===== config.mk =====
export PLATFORM = sky130hd
export DESIGN_NAME = calib_engine
export DESIGN_NICKNAME = d
export VERILOG_FILES = /design/src/rtl/calib_pkg.sv /design/src/rtl/calib_regbank.sv /design/src/rtl/calib_math.sv /design/src/rtl/calib_dbuf.sv /design/src/rtl/calib_engine.sv
export SDC_FILE = /design/constraint.sdc
export NUM_CORES = 2
export LEC_CHECK = 0
export CAP_MARGIN = 20
export CORE_AREA = 5 5 261 263
export CTS_BUF_LIST = sky130_fd_sc_hd__clkbuf_4 sky130_fd_sc_hd__clkbuf_8
export DETAILED_ROUTE_END_ITERATION = 6
export DIE_AREA = 0 0 266 268
export DONT_BUFFER_PORTS = 1
export PLACE_DENSITY = 0.85
export SKIP_CTS_REPAIR_TIMING = 1
export SYNTH_ARGS = -nofsm -noshare
export SYNTH_HDL_FRONTEND = slang
export SYNTH_SLANG_ARGS = --single-unit

===== constraint.sdc =====
create_clock -name clk -period 12.1 [get_ports clk]
set_clock_uncertainty 0.2 [all_clocks]
set_input_delay 0.605 -clock clk [delete_from_list [all_inputs] [get_ports clk]]
set_output_delay 0.605 -clock clk [all_outputs]
set_load 0.02 [all_outputs]

===== src/rtl/calib_pkg.sv =====
package calib_pkg;
  parameter int NUM_CH  = 16;
  parameter int CODE_WD = 12;

  typedef enum logic [1:0] {
    SEL_RAW  = 2'd0,
    SEL_GAIN = 2'd1,
    SEL_OFS  = 2'd2,
    SEL_NONE = 2'd3
  } sel_e;
endpackage


===== src/rtl/calib_regbank.sv =====
module calib_regbank
  import calib_pkg::*;
#(
  parameter int N_CH   = NUM_CH,
  parameter int CODE_W = CODE_WD,
  localparam int CH_W  = $clog2(N_CH)
) (
  input  logic              clk,
  input  logic              rst,
  input  logic              we,
  input  logic [CH_W-1:0]   wr_ch,
  input  sel_e              wr_sel,
  input  logic [CODE_W-1:0] wr_data,
  output logic              calc_vld,
  output logic [CH_W-1:0]   calc_ch,
  output logic [CODE_W-1:0] cur_raw,
  output logic [CODE_W-1:0] cur_gain,
  output logic [CODE_W-1:0] cur_ofs
);
  localparam logic [CODE_W-1:0] GAIN_RST = {{(CODE_W-1){1'b1}}, 1'b0};
  localparam logic [CODE_W-1:0] OFS_RST  = {1'b1, {(CODE_W-1){1'b0}}};

  logic [N_CH*CODE_W-1:0] raw_all, gain_all, ofs_all;

  for (genvar g = 0; g < N_CH; g++) begin : g_ch
    localparam logic [CH_W-1:0] IDX = CH_W'(g);
    logic [CODE_W-1:0] raw_r, gain_r, ofs_r;

    always_ff @(posedge clk) begin
      if (rst) begin
        raw_r  <= '0;
        gain_r <= GAIN_RST;
        ofs_r  <= OFS_RST;
      end else if (we && wr_ch == IDX) begin
        case (wr_sel)
          SEL_RAW:  raw_r  <= wr_data;
          SEL_GAIN: gain_r <= {wr_data[CODE_W-1:1], 1'b0};
          SEL_OFS:  ofs_r  <= wr_data;
          default:  ;
        endcase
      end
    end

    assign raw_all[g*CODE_W +: CODE_W]  = raw_r;
    assign gain_all[g*CODE_W +: CODE_W] = gain_r;
    assign ofs_all[g*CODE_W +: CODE_W]  = ofs_r;
  end

  always_ff @(posedge clk) begin
    if (rst) begin
      calc_vld <= 1'b0;
      calc_ch  <= '0;
    end else begin
      calc_vld <= we && (wr_sel != SEL_NONE);
      calc_ch  <= wr_ch;
    end
  end

  assign cur_raw  = raw_all[calc_ch*CODE_W +: CODE_W];
  assign cur_gain = gain_all[calc_ch*CODE_W +: CODE_W];
  assign cur_ofs  = ofs_all[calc_ch*CODE_W +: CODE_W];
endmodule


===== src/rtl/calib_math.sv =====
module calib_math #(
  parameter int CODE_W = 12,
  localparam int PW    = 2*CODE_W + 1,
  localparam int SW    = PW + 1
) (
  input  logic [CODE_W-1:0] raw,
  input  logic [CODE_W-1:0] gain,
  input  logic [CODE_W-1:0] ofs,
  output logic [CODE_W-1:0] code
);
  localparam logic [SW-1:0] HALF = SW'(1) << (CODE_W-1);

  logic [CODE_W:0] gain_p2;
  logic [PW-1:0]   prod;
  logic [SW-1:0]   sum;
  logic            neg, over;

  always_comb begin
    gain_p2 = {1'b0, gain} + (CODE_W+1)'(2);
    prod    = PW'(raw) * PW'(gain_p2);
    sum     = {1'b0, prod >> CODE_W} + SW'(ofs) - HALF;
    neg     = sum[SW-1];
    over    = |sum[SW-2:CODE_W];
    if (neg)       code = '0;
    else if (over) code = '1;
    else           code = sum[CODE_W-1:0];
  end
endmodule


===== src/rtl/calib_dbuf.sv =====
module calib_dbuf #(
  parameter int N_CH   = 16,
  parameter int CODE_W = 12,
  localparam int CH_W  = $clog2(N_CH)
) (
  input  logic                   clk,
  input  logic                   rst,
  input  logic                   upd,
  input  logic [CH_W-1:0]        upd_ch,
  input  logic [CODE_W-1:0]      upd_code,
  input  logic                   load,
  output logic [N_CH*CODE_W-1:0] pend_codes,
  output logic [N_CH*CODE_W-1:0] dac_codes
);
  for (genvar g = 0; g < N_CH; g++) begin : g_ch
    localparam logic [CH_W-1:0] IDX = CH_W'(g);
    logic [CODE_W-1:0] pend_r, dac_r;

    always_ff @(posedge clk) begin
      if (rst) begin
        pend_r <= '0;
        dac_r  <= '0;
      end else begin
        if (upd && upd_ch == IDX) pend_r <= upd_code;
        if (load)                 dac_r  <= pend_r;
      end
    end

    assign pend_codes[g*CODE_W +: CODE_W] = pend_r;
    assign dac_codes[g*CODE_W +: CODE_W]  = dac_r;
  end
endmodule


===== src/rtl/calib_engine.sv =====
module calib_engine
  import calib_pkg::*;
#(
  parameter int N_CH   = NUM_CH,
  parameter int CODE_W = CODE_WD,
  localparam int CH_W  = $clog2(N_CH)
) (
  input  logic                   clk,
  input  logic                   rst,
  input  logic                   wr_valid,
  output logic                   wr_ready,
  input  logic [CH_W-1:0]        wr_ch,
  input  logic [1:0]             wr_sel,
  input  logic [CODE_W-1:0]      wr_data,
  input  logic                   load,
  output logic [N_CH*CODE_W-1:0] dac_codes
);
  logic                   rdy_q;
  logic                   fire;
  logic                   calc_vld;
  logic [CH_W-1:0]        calc_ch;
  logic [CODE_W-1:0]      cur_raw, cur_gain, cur_ofs, calc_code;
  logic [N_CH*CODE_W-1:0] pend_codes;

  always_ff @(posedge clk) begin
    rdy_q <= ~rst;
  end

  assign wr_ready = rdy_q;
  assign fire     = wr_valid & rdy_q;

  calib_regbank #(.N_CH(N_CH), .CODE_W(CODE_W)) u_regs (
    .clk(clk), .rst(rst), .we(fire), .wr_ch(wr_ch), .wr_sel(sel_e'(wr_sel)),
    .wr_data(wr_data), .calc_vld(calc_vld), .calc_ch(calc_ch),
    .cur_raw(cur_raw), .cur_gain(cur_gain), .cur_ofs(cur_ofs)
  );

  calib_math #(.CODE_W(CODE_W)) u_math (
    .raw(cur_raw), .gain(cur_gain), .ofs(cur_ofs), .code(calc_code)
  );

  calib_dbuf #(.N_CH(N_CH), .CODE_W(CODE_W)) u_dbuf (
    .clk(clk), .rst(rst), .upd(calc_vld), .upd_ch(calc_ch),
    .upd_code(calc_code), .load(load), .pend_codes(pend_codes),
    .dac_codes(dac_codes)
  );
endmodule


Word-level counts from Yosys, hierarchy flattened
Cells that the tools add are included.
- register bits after elaboration: 950
- bits in latches: 0
- memory bits (writable): 0
- memory bits (read-only): 0
- input port bits: 22
- output and inout port bits: 193
- memories kept: 0
- $add $sub $neg: 3
- multiply operators: 2
- divide/modulo/power cells: 0
- magnitude comparators: 0
- eq/ne operators: 33
- shift operators: 3
- muxes and demuxes: 2
- bitwise logic cells: 2
- reduce and logical (&&, ||, !) cells: 85
- operators by type and width (operator ; count):
    $shiftx 192x9->12 ; 3
    $reduce_and 2->1 ; 48
    $eq 4x4->1 const B ; 16
    $logic_and 1x1->1 ; 33
    $eq 4x3->1 const B ; 8
    $sub 26x12->26 const B ; 1
    $mul 12x13->25 ; 1
    $mux 12 ; 2
    $eq 4x2->1 const B ; 4
    $add 13x12->14 ; 1
    $add 12x2->13 const B ; 1
    $reduce_or 13->1 ; 1
    $eq 4x1->1 const B ; 2
    $logic_not 4->1 ; 2
    $mul 4x2->6 const B ; 1
    $eq 2x1->1 const B ; 1
    $eq 2x2->1 const B ; 1
    $logic_not 2->1 ; 1
    $ne 2x2->1 const B ; 1
    $and 1x1->1 ; 1
    $not 1->1 ; 1

Depth between registers and ports, before layout
- word-level depth: 9
- mapped depth: 50

By module
From an unflattened synthesis, not the netlist that was laid out.
- cell total of the unflattened synthesis: 5077
- area total of the unflattened synthesis: 48624.1 um2
- modules (own cells, without submodules) (module ; times used ; cells each ; area each (um2) ; seq. area each (um2)):
    calib_regbank ; 1 ; 3076 ; 28411.0 ; 11310.8
    calib_dbuf ; 1 ; 1294 ; 14221.1 ; 7687.4
    calib_math ; 1 ; 704 ; 5962.0 ; 0.0
    calib_engine ; 1 ; 3 ; 30.0 ; 20.0

Least setup slack after synthesis
No wires, ideal clock.
- kind: register to register
- start point: register u_regs.calc_ch[0]
- end point: register u_dbuf.g_ch[6].pend_r[0]
- data arrival time: 10.607 ns
- required time: 11.838 ns
- setup slack: 1.231 ns
- stages on the path, launching flop included: 46
- buffers on the path: 12
- clock period less this slack: 10.869 ns
- cell sequence: dfxtp_1 buf_6 buf_6 buf_6 buf_6 buf_4 buf_6 buf_2 mux4_2 mux2_2 o21ai_0 buf_2 or2b_1 fa_1 fa_1 inv_1 fa_1 fa_1 (+10 left out) nor2b_1 nor2_1 xnor2_1 ha_1 o21a_1 and3_1 a21oi_1 a21oi_1 a31o_4 buf_8 nand2_1 ha_1 ha_1 or2_2 buf_1 clkbuf_1 nor3_1 a22o_1
- longest elaborated chain between the ends: 9
- elaborated cells on any way between the ends: 13
- RTL lines (item ; RTL line ; RTL):
    start, declared ; calib_regbank.sv:15 ; output logic [CH_W-1:0] calc_ch,
    start signal, assigned ; calib_regbank.sv:55 ; calc_ch <= wr_ch;
    $mul 4x2->6 ; calib_regbank.sv:59, calib_regbank.sv:60, calib_regbank.sv:61 ;
    $shiftx 192x9->12 ; calib_regbank.sv:60 ; assign cur_gain = gain_all[calc_ch*CODE_W +: CODE_W];
    $add 12x2->13 ; calib_math.sv:19 ; gain_p2 = {1'b0, gain} + (CODE_W+1)'(2);
    $mul 12x13->25 ; calib_math.sv:20 ; prod = PW'(raw) * PW'(gain_p2);
    $add 13x12->14 ; calib_math.sv:21 ; sum = {1'b0, prod >> CODE_W} + SW'(ofs) - HALF;
    $sub 26x12->26 ; calib_math.sv:21 ;
    $reduce_or 13->1 ; calib_math.sv:23 ; over = |sum[SW-2:CODE_W];
    $mux 12 ; calib_math.sv:25 ; else if (over) code = '1;
    $mux 12 ; calib_math.sv:24 ; if (neg) code = '0;
    end signal, assigned ; calib_dbuf.sv:24 ; if (upd && upd_ch == IDX) pend_r <= upd_code;
    end, declared ; calib_dbuf.sv:17 ; logic [CODE_W-1:0] pend_r, dac_r;
Parallel ways exist; a longest one is shown, timed or not.
A chain may end at the register's enable or synchronous reset.

Worst setup path after layout
- start point: register u_regs.calc_ch[0]
- end point: register u_dbuf.g_ch[10].pend_r[2]
- longest elaborated chain between the ends: 9
- elaborated cells on any way between the ends: 13
- RTL lines (item ; RTL line):
    $mul 4x2->6 ; calib_regbank.sv:59, calib_regbank.sv:60, calib_regbank.sv:61
    $shiftx 192x9->12 ; calib_regbank.sv:60
    $add 12x2->13 ; calib_math.sv:19
    $mul 12x13->25 ; calib_math.sv:20
    $add 13x12->14 ; calib_math.sv:21
    $sub 26x12->26 ; calib_math.sv:21
    $reduce_or 13->1 ; calib_math.sv:23
    $mux 12 ; calib_math.sv:25
    $mux 12 ; calib_math.sv:24
    end signal, assigned ; calib_dbuf.sv:24
    end, declared ; calib_dbuf.sv:17
Parallel ways exist; a longest one is shown, timed or not.

==> results_dict.tcl <==
set metrics [dict create \
    start_util_pct 65.2 \
    hold_slack_ns -0.0434 \
    pre_cts_ws_ns 0.618 \
    synth_edf_count 0 \
    io_buffers 0 \
    groute.usage.overall_pct 30.9 \
    yosys.area_share.simple_pct 14.1 \
    fin_crit_sh_pct 94.6 \
    cts.sinks 950 \
    syn2layout_area_growth_pct 9.39 \
    end_kind "register" \
    antenna_found_initial 2 \
    dp_cells 4915 \
    cpPeakStageDelay_ns 0.63 \
    synth-xor-area-share_pct 0.736 \
    synth_compound_area_share_pct 8.66 \
    synth_commonest_cells "950 x dfxtp_1, 886 x nand2_1, 488 x mux2i_1" \
    grt_max_degree 586 \
    start_kind "register" \
    dieHeight_um 268 \
    cts_made_buffers 148 \
    yosysTopAreaCellShare_pct 44.6 \
    clockBufferDepth 3 \
    path_clk_slew_ns 0.07 \
    coreArea_um2 65400 \
    grt-ovfl-total 0 \
    hold_viol 3 \
    required_ns 12.66 \
    drt_iter0_markers 4190 \
    wl_per_cell_um 23.3 \
    grt_pass1_wl_mm 177 \
    dp_hpwl_mm 72.0 \
    p_per_area_nw_per_um2 137 \
    yosysUniqueCellTypes 69 \
    drv_cap 0 \
    worstPathMaxFanout 16 \
    wl_met2_mm 57.3 \
    die-area_um2 71300 \
    vias 33300 \
    drc 1 \
    final_antenna_net_count 0 \
    rsz0062_at_grt "false" \
    crit_type "register to register" \
    finalNonFillerCells 5221 \
    finalSetupViolations 0 \
    die-width_um 266 \
    top_layer "met4" \
    htree_levels 4 \
    first_pass_iters 7 \
    avgSynthCellArea_um2 9.83 \
    finalMaxSlewViolations 124 \
    syn_inst 4341 \
    synth_top_family_by_area "multiplexers" \
    dr_wl_met3_mm 13.7 \
    synthMuxAreaShare_pct 20.2 \
    viasPerCell 6.38 \
    slowest_stage "mux4_2" \
    final.setup.tns_ns 0 \
    grt_pass1_vias 31800 \
    cp_data_arrival_time_ns 12.00 \
    worst_pin_slew_ns 1.58 \
    gp_congestion 0.899 \
    synth.most_common_cell "dfxtp_1" \
    synth_fp_nets 4538 \
    period_minus_slack_ns 11.45 \
    p_leak_nw 17.6 \
    tritoncts "yes" \
    synth_area_um2 42700 \
    ys.flop_type "dfxtp_1" \
    nets 4447 \
    met1Wirelength_mm 44.3 \
    async_reset_ff_share_pct 0 \
    drive_above_1_share_pct 12.8 \
    outcome "finished with violations" \
    relSlewSlack_pct -5.62 \
    failed_checks "DRC, hold timing, slew limit" \
    synth_warnings 0 \
    core.rowCount 94 \
    synth.area.top_cells "dfxtp_1 45%, mux2i_1 11%, mux4_2 8.5%" \
    worstHoldPathType "input port to register" \
    fmax_mhz 87.4 \
    yosysTopAreaCell "dfxtp_1" \
    final_util_pct 71.3 \
    ys_seq_area_share_pct 44.6 \
    clock_latency_ns 0.85 \
    root_buffer "clkbuf_8" \
    io_pins 215 \
    synth_fa_ha_area_share_pct 6.89 \
    irDropWorstVdd_mv 0.109 \
    timing.final.ws_setup_ns 0.654 \
    ys_ff_latch 950 \
    drt-total-wl_mm 122 \
]
==> area by class of cell <==
class / instances / area (µm²)
clock inverter: 33 / 389
tap: 864 / 1080
multi-input combinational: 2907 / 21600
timing repair buffer: 117 / 1320
antenna: 1 / 2.50
clock buffer: 223 / 2760
fill: 4262 / 18700
sequential: 950 / 19000
inverter: 126 / 480
==> worst max-delay path, delay by kind of cell (launching register included) <==
family	cells	cell delay, ns
fa+ha+maj	10	3.70
simple gates	10	2.78
compound gates	7	1.57
mux	2	1.25
xor+xnor	3	0.76
flops	1	0.58
buf+inv	5	0.51
==> flip-flops by register name, summed over array words and instances, names as in the netlist <==
register and count:
u_dbuf.g_ch.dac_r 192, u_dbuf.g_ch.pend_r 192, u_regs.g_ch.ofs_r 192, u_regs.g_ch.raw_r 192, u_regs.g_ch.gain_r 176, u_regs.calc_ch 4, u_regs.calc_vld 1, wr_ready 1
==> where the power goes <==
group | total, mW | internal, mW | switching (mW) | leakage, nW
Combinational | 0.370 | 0.107 | 0.263 | 8.23
Clock | 2.89 | 1.53 | 1.35 | 1.68
Sequential | 3.15 | 3.14 | 0.0150 | 7.66
==> path summary, 6_finish.rpt <==
path / from / end / slack [ns] / cells after the start
setup / recovery: u_regs.calc_ch[0]$_SDFF_PP0_ / u_dbuf.g_ch[10].pend_r[2]$_SDFFE_PP0P_ / 0.65 / 37
hold / removal: rst / u_dbuf.g_ch[14].pend_r[7]$_SDFFE_PP0P_ / -0.04 / 3
setup reg to reg: u_regs.calc_ch[0]$_SDFF_PP0_ / u_dbuf.g_ch[10].pend_r[2]$_SDFFE_PP0P_ / 0.65 / 37
hold reg to reg: u_regs.g_ch[10].ofs_r[2]$_SDFFE_PP0P_ / u_regs.g_ch[10].ofs_r[2]$_SDFFE_PP0P_ / 0.25 / 2
==> cells in the final DEF, fill, tap and decap left out, types with 34 or more instances in the layout <==
| cell | instances |
|---|---|
| inv_1 | 124 |
| buf_4 | 66 |
| clkbuf_4 | 50 |
| clkbuf_8 | 173 |
| a21oi_1 | 300 |
| ha_1 | 75 |
| mux2i_1 | 488 |
| mux4_2 | 161 |
| fa_1 | 100 |
| nor2b_1 | 43 |
| nand3_1 | 34 |
| nor2_1 | 414 |
| nand2_1 | 886 |
| dfxtp_1 | 946 |
| a22o_1 | 176 |
==> per-layer routing <==
metal | global-route usage (%) | up-vias
met5 | 0 | -
met4 | 15.0 | 0
met1 | 38.8 | 16100
met2 | 50.0 | 2189
li1 | - | 14500
met3 | 8.41 | 463
==> kinds of logic (layout without fill, tap and decap cells) <==
kind of cell / count (synthesis) / after routing
compound gates: 555 / 555
xor+xnor: 35 / 35
fa+ha+maj: 175 / 175
buf+inv: 484 / 499
flops: 950 / 950
mux: 656 / 656
other cells: 0 / 1
simple gates: 1486 / 1486
==> through the flow <==
step	power [mW]	cell area, µm²
after floorplan	3.47	42700
after global placement	3.46	42700
after detailed placement	3.47	42700
after CTS	6.29	45900
after global routing	6.58	46700
final	6.41	46700
Power figures use the tool's default switching activity.
